`src/rtl/bmc_tx_pkg.sv`:
```
`timescale 1ns/1ps
package bmc_tx_pkg;
  localparam int AUDIO_W   = 24;
  localparam int SF_BITS   = 32;
  localparam int PRE_CELLS = 8;

  typedef enum logic [1:0] {
    FMT_W16 = 2'd0,
    FMT_W20 = 2'd1,
    FMT_W24 = 2'd2,
    FMT_RSV = 2'd3
  } smp_fmt_e;

  typedef enum logic [1:0] {
    PRE_BLOCK = 2'd0,
    PRE_LEFT  = 2'd1,
    PRE_RIGHT = 2'd2
  } pre_kind_e;

  // place a right-aligned sample at the top of the audio field
  function automatic logic [AUDIO_W-1:0] justify_sample(input logic [AUDIO_W-1:0] d,
                                                        input logic [1:0] fmt);
    logic [AUDIO_W-1:0] r;
    case (fmt)
      FMT_W16: r = {d[15:0], 8'h00};
      FMT_W20: r = {d[19:0], 4'h0};
      default: r = d;
    endcase
    return r;
  endfunction

  // cell pattern of the sync slots, leftmost cell first, relative to entry level
  function automatic logic [PRE_CELLS-1:0] pre_pattern(input pre_kind_e k);
    logic [PRE_CELLS-1:0] p;
    case (k)
      PRE_BLOCK: p = 8'b1110_1000;
      PRE_LEFT:  p = 8'b1110_0010;
      default:   p = 8'b1110_0100;
    endcase
    return p;
  endfunction

  // assemble the 32 slots of one subframe; slot 31 evens out slots 4..31
  function automatic logic [SF_BITS-1:0] build_subframe(input logic [AUDIO_W-1:0] audio,
                                                        input logic v,
                                                        input logic u,
                                                        input logic c);
    logic [SF_BITS-1:0] w;
    w        = '0;
    w[27:4]  = audio;
    w[28]    = v;
    w[29]    = u;
    w[30]    = c;
    w[31]    = ^w[30:4];
    return w;
  endfunction
endpackage

```
`src/rtl/bmc_clk_div.sv`:
```
`timescale 1ns/1ps
module bmc_clk_div #(
  parameter int RATIO_W = 5
) (
  input  logic               clk,
  input  logic               rst_n,
  input  logic               run,
  input  logic [RATIO_W-1:0] ratio,
  output logic               tick
);
  logic [RATIO_W-1:0] cnt_q;
  logic               at_end;

  assign at_end = (cnt_q >= ratio);
  assign tick   = run && at_end;

  always_ff @(posedge clk or negedge rst_n) begin
    if (!rst_n)      cnt_q <= '0;
    else if (!run)   cnt_q <= '0;
    else if (at_end) cnt_q <= '0;
    else             cnt_q <= cnt_q + 1'b1;
  end

  // a cell of more than one clock never yields back-to-back ticks
  assert_cell_len_R2: assert property (@(posedge clk) disable iff (!rst_n)
    (tick && ratio != '0) |=> (!tick || !$stable(ratio)));
endmodule

```
`src/rtl/bmc_sample_stage.sv`:
```
`timescale 1ns/1ps
module bmc_sample_stage #(
  parameter int DATA_W = 24
) (
  input  logic              clk,
  input  logic              rst_n,
  input  logic              run,
  input  logic              take,
  input  logic              smp_valid,
  input  logic [DATA_W-1:0] smp_data,
  output logic              smp_ready,
  output logic              out_avail,
  output logic [DATA_W-1:0] out_data
);
  logic              hold_full_q;
  logic [DATA_W-1:0] hold_data_q;
  logic              accept;

  assign smp_ready = run && (!hold_full_q || take);
  assign accept    = smp_valid && smp_ready;
  assign out_avail = hold_full_q || accept;
  assign out_data  = hold_full_q ? hold_data_q : smp_data;

  always_ff @(posedge clk or negedge rst_n) begin
    if (!rst_n) begin
      hold_full_q <= 1'b0;
      hold_data_q <= '0;
    end else if (!run) begin
      hold_full_q <= 1'b0;
    end else if (take) begin
      // held word leaves; a new one refills only if the old one was there
      if (hold_full_q && accept) begin
        hold_data_q <= smp_data;
        hold_full_q <= 1'b1;
      end else begin
        hold_full_q <= 1'b0;
      end
    end else if (accept) begin
      hold_data_q <= smp_data;
      hold_full_q <= 1'b1;
    end
  end

  assert_accept_lands_R10: assert property (@(posedge clk) disable iff (!rst_n)
    (accept && !take) |=> hold_full_q);
  assert_no_overwrite_R10: assert property (@(posedge clk) disable iff (!rst_n)
    (hold_full_q && smp_valid && smp_ready) |-> take);
endmodule

```
`src/rtl/bmc_subframe_seq.sv`:
```
`timescale 1ns/1ps
module bmc_subframe_seq
  import bmc_tx_pkg::*;
#(
  parameter int FRAMES = 192,
  parameter int FIDX_W = $clog2(FRAMES),
  parameter int CELL_W = $clog2(2 * SF_BITS)
) (
  input  logic               clk,
  input  logic               rst_n,
  input  logic               run,
  input  logic               tick,
  input  logic [1:0]         fmt,
  input  logic               mono,
  input  logic               raw,
  input  logic               cs_bit,
  input  logic               smp_avail,
  input  logic [AUDIO_W-1:0] smp_data,
  output logic               take,
  output logic [FIDX_W-1:0]  frame_idx,
  output logic [CELL_W-1:0]  cell_cnt,
  output logic               data_bit,
  output logic [PRE_CELLS-1:0] pattern
);
  localparam int LAST_CELL = 2 * SF_BITS - 1;

  logic [CELL_W-1:0]  cell_q;
  logic               right_q;
  logic [FIDX_W-1:0]  frame_q;
  logic [AUDIO_W-1:0] cur_audio_q;
  logic               cs_hold_q;
  logic [SF_BITS-1:0] sf_word_q;

  logic               sf_start;
  logic               sf_end;
  logic [AUDIO_W-1:0] audio_sel;
  logic               c_sel;
  pre_kind_e          kind;

  assign sf_start  = tick && (cell_q == '0);
  assign sf_end    = tick && (cell_q == CELL_W'(LAST_CELL));
  assign take      = sf_start && (!right_q || !mono);
  assign audio_sel = take ? (smp_avail ? justify_sample(smp_data, fmt) : '0) : cur_audio_q;
  assign c_sel     = right_q ? cs_hold_q : cs_bit;
  assign kind      = right_q ? PRE_RIGHT : ((frame_q == '0) ? PRE_BLOCK : PRE_LEFT);
  assign pattern   = pre_pattern(kind);
  assign data_bit  = sf_word_q[cell_q[CELL_W-1:1]];
  assign frame_idx = frame_q;
  assign cell_cnt  = cell_q;

  always_ff @(posedge clk or negedge rst_n) begin
    if (!rst_n) begin
      cell_q      <= '0;
      right_q     <= 1'b0;
      frame_q     <= '0;
      cur_audio_q <= '0;
      cs_hold_q   <= 1'b0;
      sf_word_q   <= '0;
    end else if (!run) begin
      cell_q      <= '0;
      right_q     <= 1'b0;
      frame_q     <= '0;
      cur_audio_q <= '0;
      cs_hold_q   <= 1'b0;
      sf_word_q   <= '0;
    end else if (tick) begin
      cell_q <= cell_q + 1'b1;
      if (sf_start) begin
        sf_word_q   <= build_subframe(audio_sel, raw, 1'b0, c_sel);
        cur_audio_q <= audio_sel;
        if (!right_q) cs_hold_q <= cs_bit;
      end
      if (sf_end) begin
        right_q <= ~right_q;
        if (right_q)
          frame_q <= (frame_q == FIDX_W'(FRAMES - 1)) ? '0 : frame_q + 1'b1;
      end
    end
  end

  assert_even_slots_R5: assert property (@(posedge clk) disable iff (!rst_n)
    (run && cell_q == CELL_W'(1)) |-> (^sf_word_q[31:4] == 1'b0));
  assert_frame_range_R4: assert property (@(posedge clk) disable iff (!rst_n)
    frame_q <= FIDX_W'(FRAMES - 1));
  assert_cs_pair_R9: assert property (@(posedge clk) disable iff (!rst_n)
    (run && right_q && cell_q == CELL_W'(1) && $past(run)) |-> (sf_word_q[30] == cs_hold_q));
endmodule

```
`src/rtl/bmc_line_enc.sv`:
```
`timescale 1ns/1ps
module bmc_line_enc
  import bmc_tx_pkg::*;
#(
  parameter int CELL_W = 6
) (
  input  logic                 clk,
  input  logic                 rst_n,
  input  logic                 run,
  input  logic                 tick,
  input  logic [CELL_W-1:0]    cell_cnt,
  input  logic [PRE_CELLS-1:0] pattern,
  input  logic                 data_bit,
  output logic                 line
);
  logic line_q;
  logic base_q;

  assign line = line_q;

  always_ff @(posedge clk or negedge rst_n) begin
    if (!rst_n) begin
      line_q <= 1'b0;
      base_q <= 1'b0;
    end else if (!run) begin
      line_q <= 1'b0;
      base_q <= 1'b0;
    end else if (tick) begin
      if (cell_cnt == '0) begin
        base_q <= line_q;
        line_q <= line_q ^ pattern[PRE_CELLS-1];
      end else if (cell_cnt < CELL_W'(PRE_CELLS)) begin
        line_q <= base_q ^ pattern[~cell_cnt[2:0]];
      end else if (!cell_cnt[0]) begin
        line_q <= ~line_q;
      end else begin
        line_q <= line_q ^ data_bit;
      end
    end
  end

  assert_slot_edge_R3: assert property (@(posedge clk) disable iff (!rst_n)
    (tick && cell_cnt >= CELL_W'(PRE_CELLS) && !cell_cnt[0]) |=> (line_q != $past(line_q)));
  assert_sync_exit_R4: assert property (@(posedge clk) disable iff (!rst_n)
    (tick && cell_cnt == CELL_W'(PRE_CELLS - 1)) |=> (line_q == base_q));
endmodule

```
`src/rtl/audio_bmc_tx.sv`:
```
`timescale 1ns/1ps
module audio_bmc_tx
  import bmc_tx_pkg::*;
#(
  parameter int RATIO_W = 5,
  parameter int FRAMES  = 192,
  parameter int FIDX_W  = $clog2(FRAMES)
) (
  input  logic               clk,
  input  logic               rst_n,
  input  logic               glob_en,
  input  logic               tx_en,
  input  logic [RATIO_W-1:0] ratio_cfg,
  input  logic [1:0]         fmt_cfg,
  input  logic               mono_cfg,
  input  logic               raw_cfg,
  input  logic               smp_valid,
  output logic               smp_ready,
  input  logic [AUDIO_W-1:0] smp_data,
  input  logic               cs_bit,
  output logic [FIDX_W-1:0]  frame_idx,
  output logic               bmc_out
);
  localparam int CELL_W = $clog2(2 * SF_BITS);

  logic                 run;
  logic                 tick;
  logic                 take;
  logic                 smp_avail;
  logic [AUDIO_W-1:0]   stage_data;
  logic [CELL_W-1:0]    cell_cnt;
  logic                 data_bit;
  logic [PRE_CELLS-1:0] pattern;

  assign run = glob_en && tx_en;

  bmc_clk_div #(.RATIO_W(RATIO_W)) u_div (
    .clk   (clk),
    .rst_n (rst_n),
    .run   (run),
    .ratio (ratio_cfg),
    .tick  (tick)
  );

  bmc_sample_stage #(.DATA_W(AUDIO_W)) u_stage (
    .clk       (clk),
    .rst_n     (rst_n),
    .run       (run),
    .take      (take),
    .smp_valid (smp_valid),
    .smp_data  (smp_data),
    .smp_ready (smp_ready),
    .out_avail (smp_avail),
    .out_data  (stage_data)
  );

  bmc_subframe_seq #(.FRAMES(FRAMES), .FIDX_W(FIDX_W), .CELL_W(CELL_W)) u_seq (
    .clk       (clk),
    .rst_n     (rst_n),
    .run       (run),
    .tick      (tick),
    .fmt       (fmt_cfg),
    .mono      (mono_cfg),
    .raw       (raw_cfg),
    .cs_bit    (cs_bit),
    .smp_avail (smp_avail),
    .smp_data  (stage_data),
    .take      (take),
    .frame_idx (frame_idx),
    .cell_cnt  (cell_cnt),
    .data_bit  (data_bit),
    .pattern   (pattern)
  );

  bmc_line_enc #(.CELL_W(CELL_W)) u_enc (
    .clk      (clk),
    .rst_n    (rst_n),
    .run      (run),
    .tick     (tick),
    .cell_cnt (cell_cnt),
    .pattern  (pattern),
    .data_bit (data_bit),
    .line     (bmc_out)
  );

  assert_idle_quiet_R1: assert property (@(posedge clk) disable iff (!rst_n)
    !run |=> (!bmc_out && frame_idx == '0));
endmodule

```
`config.mk`:
```
export PLATFORM = sky130hd
export DESIGN_NAME = audio_bmc_tx
export DESIGN_NICKNAME = d
export VERILOG_FILES = /design/src/rtl/bmc_tx_pkg.sv /design/src/rtl/bmc_clk_div.sv /design/src/rtl/bmc_sample_stage.sv /design/src/rtl/bmc_subframe_seq.sv /design/src/rtl/bmc_line_enc.sv /design/src/rtl/audio_bmc_tx.sv
export SDC_FILE = /design/constraint.sdc
export NUM_CORES = 1
export LEC_CHECK = 0
export BUFFER_PORTS_ARGS = -buffer_cell sky130_fd_sc_hd__clkbuf_2
export CORE_MARGIN = 2
export CORE_UTILIZATION = 25
export DETAILED_ROUTE_END_ITERATION = 8
export HOLD_SLACK_MARGIN = 0.06
export PLACE_DENSITY = 0.5
export SLEW_MARGIN = 20
export SYNTH_ARGS = -nofsm -noshare
export SYNTH_HDL_FRONTEND = slang
export SYNTH_SLANG_ARGS = --single-unit
```
`constraint.sdc`:
```
create_clock -name clk -period 11.22 [get_ports clk]
set_input_delay 2.244 -clock clk [delete_from_list [all_inputs] [get_ports clk]]
set_output_delay 2.244 -clock clk [all_outputs]
set_load 0.02 [all_outputs]
```
Word level (Yosys, flattened, before mapping)
Index checks and enable logic that the tools add are counted.
W data, S select, Z words.
- $add $sub $neg: 3
- $lt $le $gt $ge: 4
- eq/ne operators: 11
- mux-type cells: 48
- bitwise operators: 6
- reductions and logical operators: 25
- operators with widths (operator ; number):
    $mux W24 ; 9
    $mux W32 ; 3
    $pmux W24 S2 ; 1
    $mux W8 ; 5
    $reduce_xor A27 Y1 ; 1
    $mux W1 ; 22
    $mux W6 ; 2
    $mux W5 ; 2
    $ne A2 B1 Y1 const B ; 5
    $add A8 B1 Y8 const B ; 1
    $eq A8 B8 Y1 const B ; 1
    $logic_and A1 B1 Y1 ; 8
    $logic_not A8 Y1 ; 1
    $pmux W4 S2 ; 1
    $add A6 B1 Y6 const B ; 1
    $eq A6 B6 Y1 const B ; 1
    $logic_not A6 Y1 ; 1
    $lt A5 B6 Y1 const B ; 1
    $lt A6 B4 Y1 const B ; 1
    $reduce_and A2 Y1 ; 3
    $reduce_and A3 Y1 ; 2
    $add A5 B1 Y5 const B ; 1
    $bmux W1 S5 ; 1
    $ge A5 B5 Y1 ; 1
    14 further kinds ; 22
- register bits after elaboration: 104
- bits of input ports: 39

Longest topological paths before layout
- word-level depth: 14
- mapped depth: 15
- gate-level depth less buffers: 13

Modules after synthesis
From an unflattened synthesis, not the netlist that was laid out.
- cell total of the unflattened synthesis: 508
- area total of the unflattened synthesis: 5007.3 sq um
- modules (own cells, without submodules) (module ; instances ; cells each ; area each (sq um) ; seq. area each (sq um)):
    bmc_subframe_seq ; 1 ; 363 ; 3094.2 ; 1051.0
    bmc_sample_stage ; 1 ; 86 ; 1345.0 ; 625.6
    bmc_clk_div ; 1 ; 35 ; 334.1 ; 125.1
    bmc_line_enc ; 1 ; 23 ; 227.7 ; 50.0
    audio_bmc_tx ; 1 ; 1 ; 6.3 ; 0.0

Worst setup path after synthesis
OpenSTA, ideal clock, no wires.
- path type: input port to output port
- start: input port ratio_cfg[4]
- end: output port smp_ready
- data arrival time: 4.487 ns
- path slack: 4.489 ns
- cell stages on the path: 10
- buffers on the path: 3
- cell sequence: inv_1 -> ha_1 -> a21oi_1 -> nor3_2 -> a21oi_2 -> or2_4 -> clkbuf_1 -> clkbuf_1 -> buf_1 -> a21oi_1
- word-level cells in the longest chain between the ends: 6
- RTL lines (what ; RTL line ; RTL):
    from (decl) ; audio_bmc_tx.sv:13 ; input logic [RATIO_W-1:0] ratio_cfg,
    $ge A5 B5 Y1 ; bmc_clk_div.sv:14 ; assign at_end = (cnt_q >= ratio);
    $logic_and A1 B1 Y1 ; bmc_clk_div.sv:15 ; assign tick = run && at_end;
    $logic_and A1 B1 Y1 ; bmc_subframe_seq.sv:40 ; assign sf_start = tick && (cell_q == '0);
    $logic_and A1 B1 Y1 ; bmc_subframe_seq.sv:42 ; assign take = sf_start && (!right_q || !mono);
    $logic_or A1 B1 Y1 ; bmc_sample_stage.sv:19 ; assign smp_ready = run && (!hold_full_q || take);
    $logic_and A1 B1 Y1 ; bmc_sample_stage.sv:19 ;
    to (decl) ; audio_bmc_tx.sv:18 ; output logic smp_ready,
Every way passes these cells.

Worst setup path in the final report
Ends and elaborated chain as after synthesis.

==> flow_summary_export.csv <==
group,metric,value,unit
status,outcome,"finished, final reports clean",
logic_synthesis,yosysSeqAreaShare,38.3,%
clock_tree,cts-buffers-inserted,9,
place,place_congestion,0.781,
timing,fin_skew,10.4,ps
min_path,worstHoldPathCells,1,
worst_setup_path,cp-end-kind,"output port",
place,io_buffers,48,
logic_synthesis,synth_mux_area_share,21.1,%
cells_and_area,nets,562,
logic_synthesis,synth-adder-area-share,2.59,%
clock_tree,htreeDepth,3,
clock_tree,cts_max_path_buffers,2,
place,dpl-instance-area,5310,um^2
grt,grt_pass1_vias,3726,
timing,period_minus_slack,6540,ps
min_path,hold_class,"reg -> reg",
logic_synthesis,async_flop_share,100,%
pwr,vdd_ir_drop_max,86.0,uV
drt,vias_per_cell,4.78,
logic_synthesis,yosys_warnings,0,
logic_synthesis,yosys.area_share.simple,13.8,%
worst_setup_path,reg2reg_depth,13,
timing,maxSlewHeadroom,56.1,%
worst_setup_path,path_class,"in -> out",
logic_synthesis,syn_nets,527,
timing,hold_viol,0,
logic_synthesis,netlist_instances,478,
grt,antenna_found_initial,0,
clock_tree,cts_tree,"yes",
grt,grt_pass1_wl,19900,um
floorplan,die_area,20500,um^2
place,place.detailed.hpwl,8450,um
clock_tree,clkLatencyLatePin,340,ps
drt,routed_wl,11900,um
job,drv_cap,0,
drt,via_count,3712,
pwr,powerDensity,130,nW/um^2
grt,grt_max_degree,75,
timing,setup_tns,0,ps
timing,min_period_over_period,58.3,%
logic_synthesis,mappedNetlistArea,4840,um^2
logic_synthesis,synth_compound_area_share,11.7,%
drt,dr.first_iter.drc_count,155,
logic_synthesis,synth_cell_type_count,50,
timing,worst_pin_slew,658,ps
logic_synthesis,synth_ff_type,"dfrtp_1",
drt,ant_nets,0,
worst_setup_path,arrival,4300,ps
clock_tree,clk_pin_slew_worst_paths,60,ps
timing,grt_setup_unrepaired,"false",
drt,dr.pass1.iters,4,
logic_synthesis,synth_top_family_by_area,"multiplexers",
cells_and_area,final.fill_count,1973,
cells_and_area,area_growth,17.2,%
clock_tree,ctsHoldBuffers,0,
timing,setup_viol,0,
logic_synthesis,avgSynthCellArea,10.1,um^2
clock_tree,clock_sinks,74,
worst_setup_path,cp.required,8980,ps
grt,gr-total-overflow,0,
floorplan,core_area,18800,um^2
logic_synthesis,synth_edf_count,0,
clock_tree,post_cts_buffers,0,
logic_synthesis,synth_seq_cells,74,
timing,finalMaxSlewViolations,0,
floorplan,die-height,143,um
grt,gr-usage-all-layers,12.3,%
logic_synthesis,synth_xor_xnor_area_share,8.89,%
pwr,leakage,2.39,nW
timing,fmax,0.153,GHz
floorplan,die_w,143,um
cells_and_area,drive_above_1_share,24.8,%
cells_and_area,antennaDiodeCount,0,
worst_setup_path,critical_path.max_fanout,30,
drt,drc,0,
drt,detail_route.wl_per_cell,15.3,um
clock_tree,cts_root_buffer,"clkbuf_16",
floorplan,rows,50,
worst_setup_path,start_kind,"primary input",
clock_tree,cts_resized,0,
floorplan,initial_utilization,25.7,%
cells_and_area,finalInstanceArea,5670,um^2
floorplan,io_pins,49,
## registers in the layout (all words and copies together), names as in the netlist
register	count
u_seq.right_q	1
u_seq.cell_cnt	6
u_seq.cur_audio_q	23
u_stage.hold_full_q	1
u_seq.frame_idx	8
u_stage.hold_data_q	24
u_enc.line	1
u_seq.sf_word_q	4
u_enc.base_q	1
u_div.cnt_q	5
## through the flow
| step | hold WS (ps) | std cells | utilization (%) | total power, mW | setup slack (ps) |
|---|---|---|---|---|---|
| floorplan | 454 | 478 | - | 0.375 | 4490 |
| global placement | 479 | 761 | 28.2 | 0.405 | 4730 |
| detailed placement | 489 | 761 | 28.2 | 0.409 | 4690 |
| CTS | 497 | 776 | 30.0 | 0.746 | 4690 |
| global route | 509 | 777 | 30.1 | 0.771 | 4460 |
| finish | 496 | 777 | 30.1 | 0.736 | 4680 |
## final cells by class
type                       instances  area, um^2  area share [%]
inverter                          12        45.0           0.794
tap                              260         325            5.74
clock buffer                      10         229            4.04
timing repair buffer              53         300            5.30
sequential                        74        1850            32.7
clock inverter                     5         104            1.83
multi-input combinational        363        2810            49.6
## layer usage
layer,GRT usage (%),vias up,share of wire [%]
met5,0,-,0
met4,3.23,0,1.2
met3,3.15,13,5.2
met2,19.4,86,46
met1,16.9,1832,48
li1,-,1781,-
## layout by cell type, fill, tap and decap left out, drive strengths merged, types with 7 or more instances in the layout
cell / Yosys / routed
xor2: 21 / 21
nand2: 22 / 22
clkbuf: 16 / 57
ha: 10 / 10
mux2i: 28 / 28
nor3: 12 / 12
a21oi: 38 / 38
mux4: 16 / 16
and3: 7 / 7
dfrtp: 74 / 74
a211oi: 10 / 10
mux2: 34 / 34
nand3: 8 / 8
xnor2: 23 / 23
o21ai: 21 / 21
nor2: 56 / 56
inv: 12 / 12
## cells by family (layout without fill, tap and decap cells)
logic type      Yosys count  in the layout
xor+xnor                 46             46
mux                      78             78
flops                    74             74
buf+inv                  41             80
simple gates            138            138
compound gates           91             91
fa+ha+maj                10             10
## critical path, cell delays in order
cell and delay, ps:
clkbuf_2 80, inv_1 30, ha_1 310, a21oi_1 320, nor3_2 100, a21oi_2 460
or2_4 430, a21oi_1 110, clkbuf_2 190
## worst paths after layout
| check | startpoint | to | slack (ps) |
|---|---|---|---|
| max reg2reg | u_seq.cell_cnt[1] | u_seq.sf_word_q[31] | 7390 |
| min reg2reg | u_div.cnt_q[0] | u_div.cnt_q[0] | 500 |
| min in group asynchronous | rst_n | u_stage.hold_data_q[20] | 1790 |
| max in group asynchronous | rst_n | u_seq.frame_idx[0] | 8830 |
| max | ratio_cfg[4] | smp_ready | 4680 |
| min | u_div.cnt_q[0] | u_div.cnt_q[0] | 500 |
## cell usage after synthesis, types with 2 or more instances
cell	number	share of area (%)
and2_1	4	0.52
a21oi_1	37	3.8
inv_1	12	0.93
a211oi_1	10	1.6
buf_4	2	0.31
a2bb2oi_1	2	0.36
nor4_1	2	0.26
a31oi_1	3	0.39
o21ai_0	15	1.6
ha_1	10	2.6
nor3_1	10	1.0
and3_1	7	0.90
xnor3_1	2	0.93
mux2_2	33	7.7
nor2b_1	6	0.78
buf_1	5	0.39
mux2i_1	28	5.8
buf_2	5	0.52
nor2_1	56	4.3
mux4_2	16	7.4
nor3_2	2	0.41
xor2_1	21	3.8
xnor2_1	23	4.2
nand3_1	8	0.83
dfrtp_1	74	38
a22oi_1	5	0.78
nand4_1	5	0.65
clkbuf_1	16	1.2
or2_2	3	0.39
nand2b_1	6	0.78
o21ai_1	6	0.62
nand2_1	22	1.7
a32o_1	4	0.83
a21o_1	2	0.31
## where the power goes
group	switching (mW)	internal, mW	leakage, nW	total, mW
registers	0.0133	0.287	0.980	0.300
clock network	0.117	0.216	0.163	0.333
logic	0.0529	0.0504	1.24	0.103
Power figures use the tool's default switching activity.
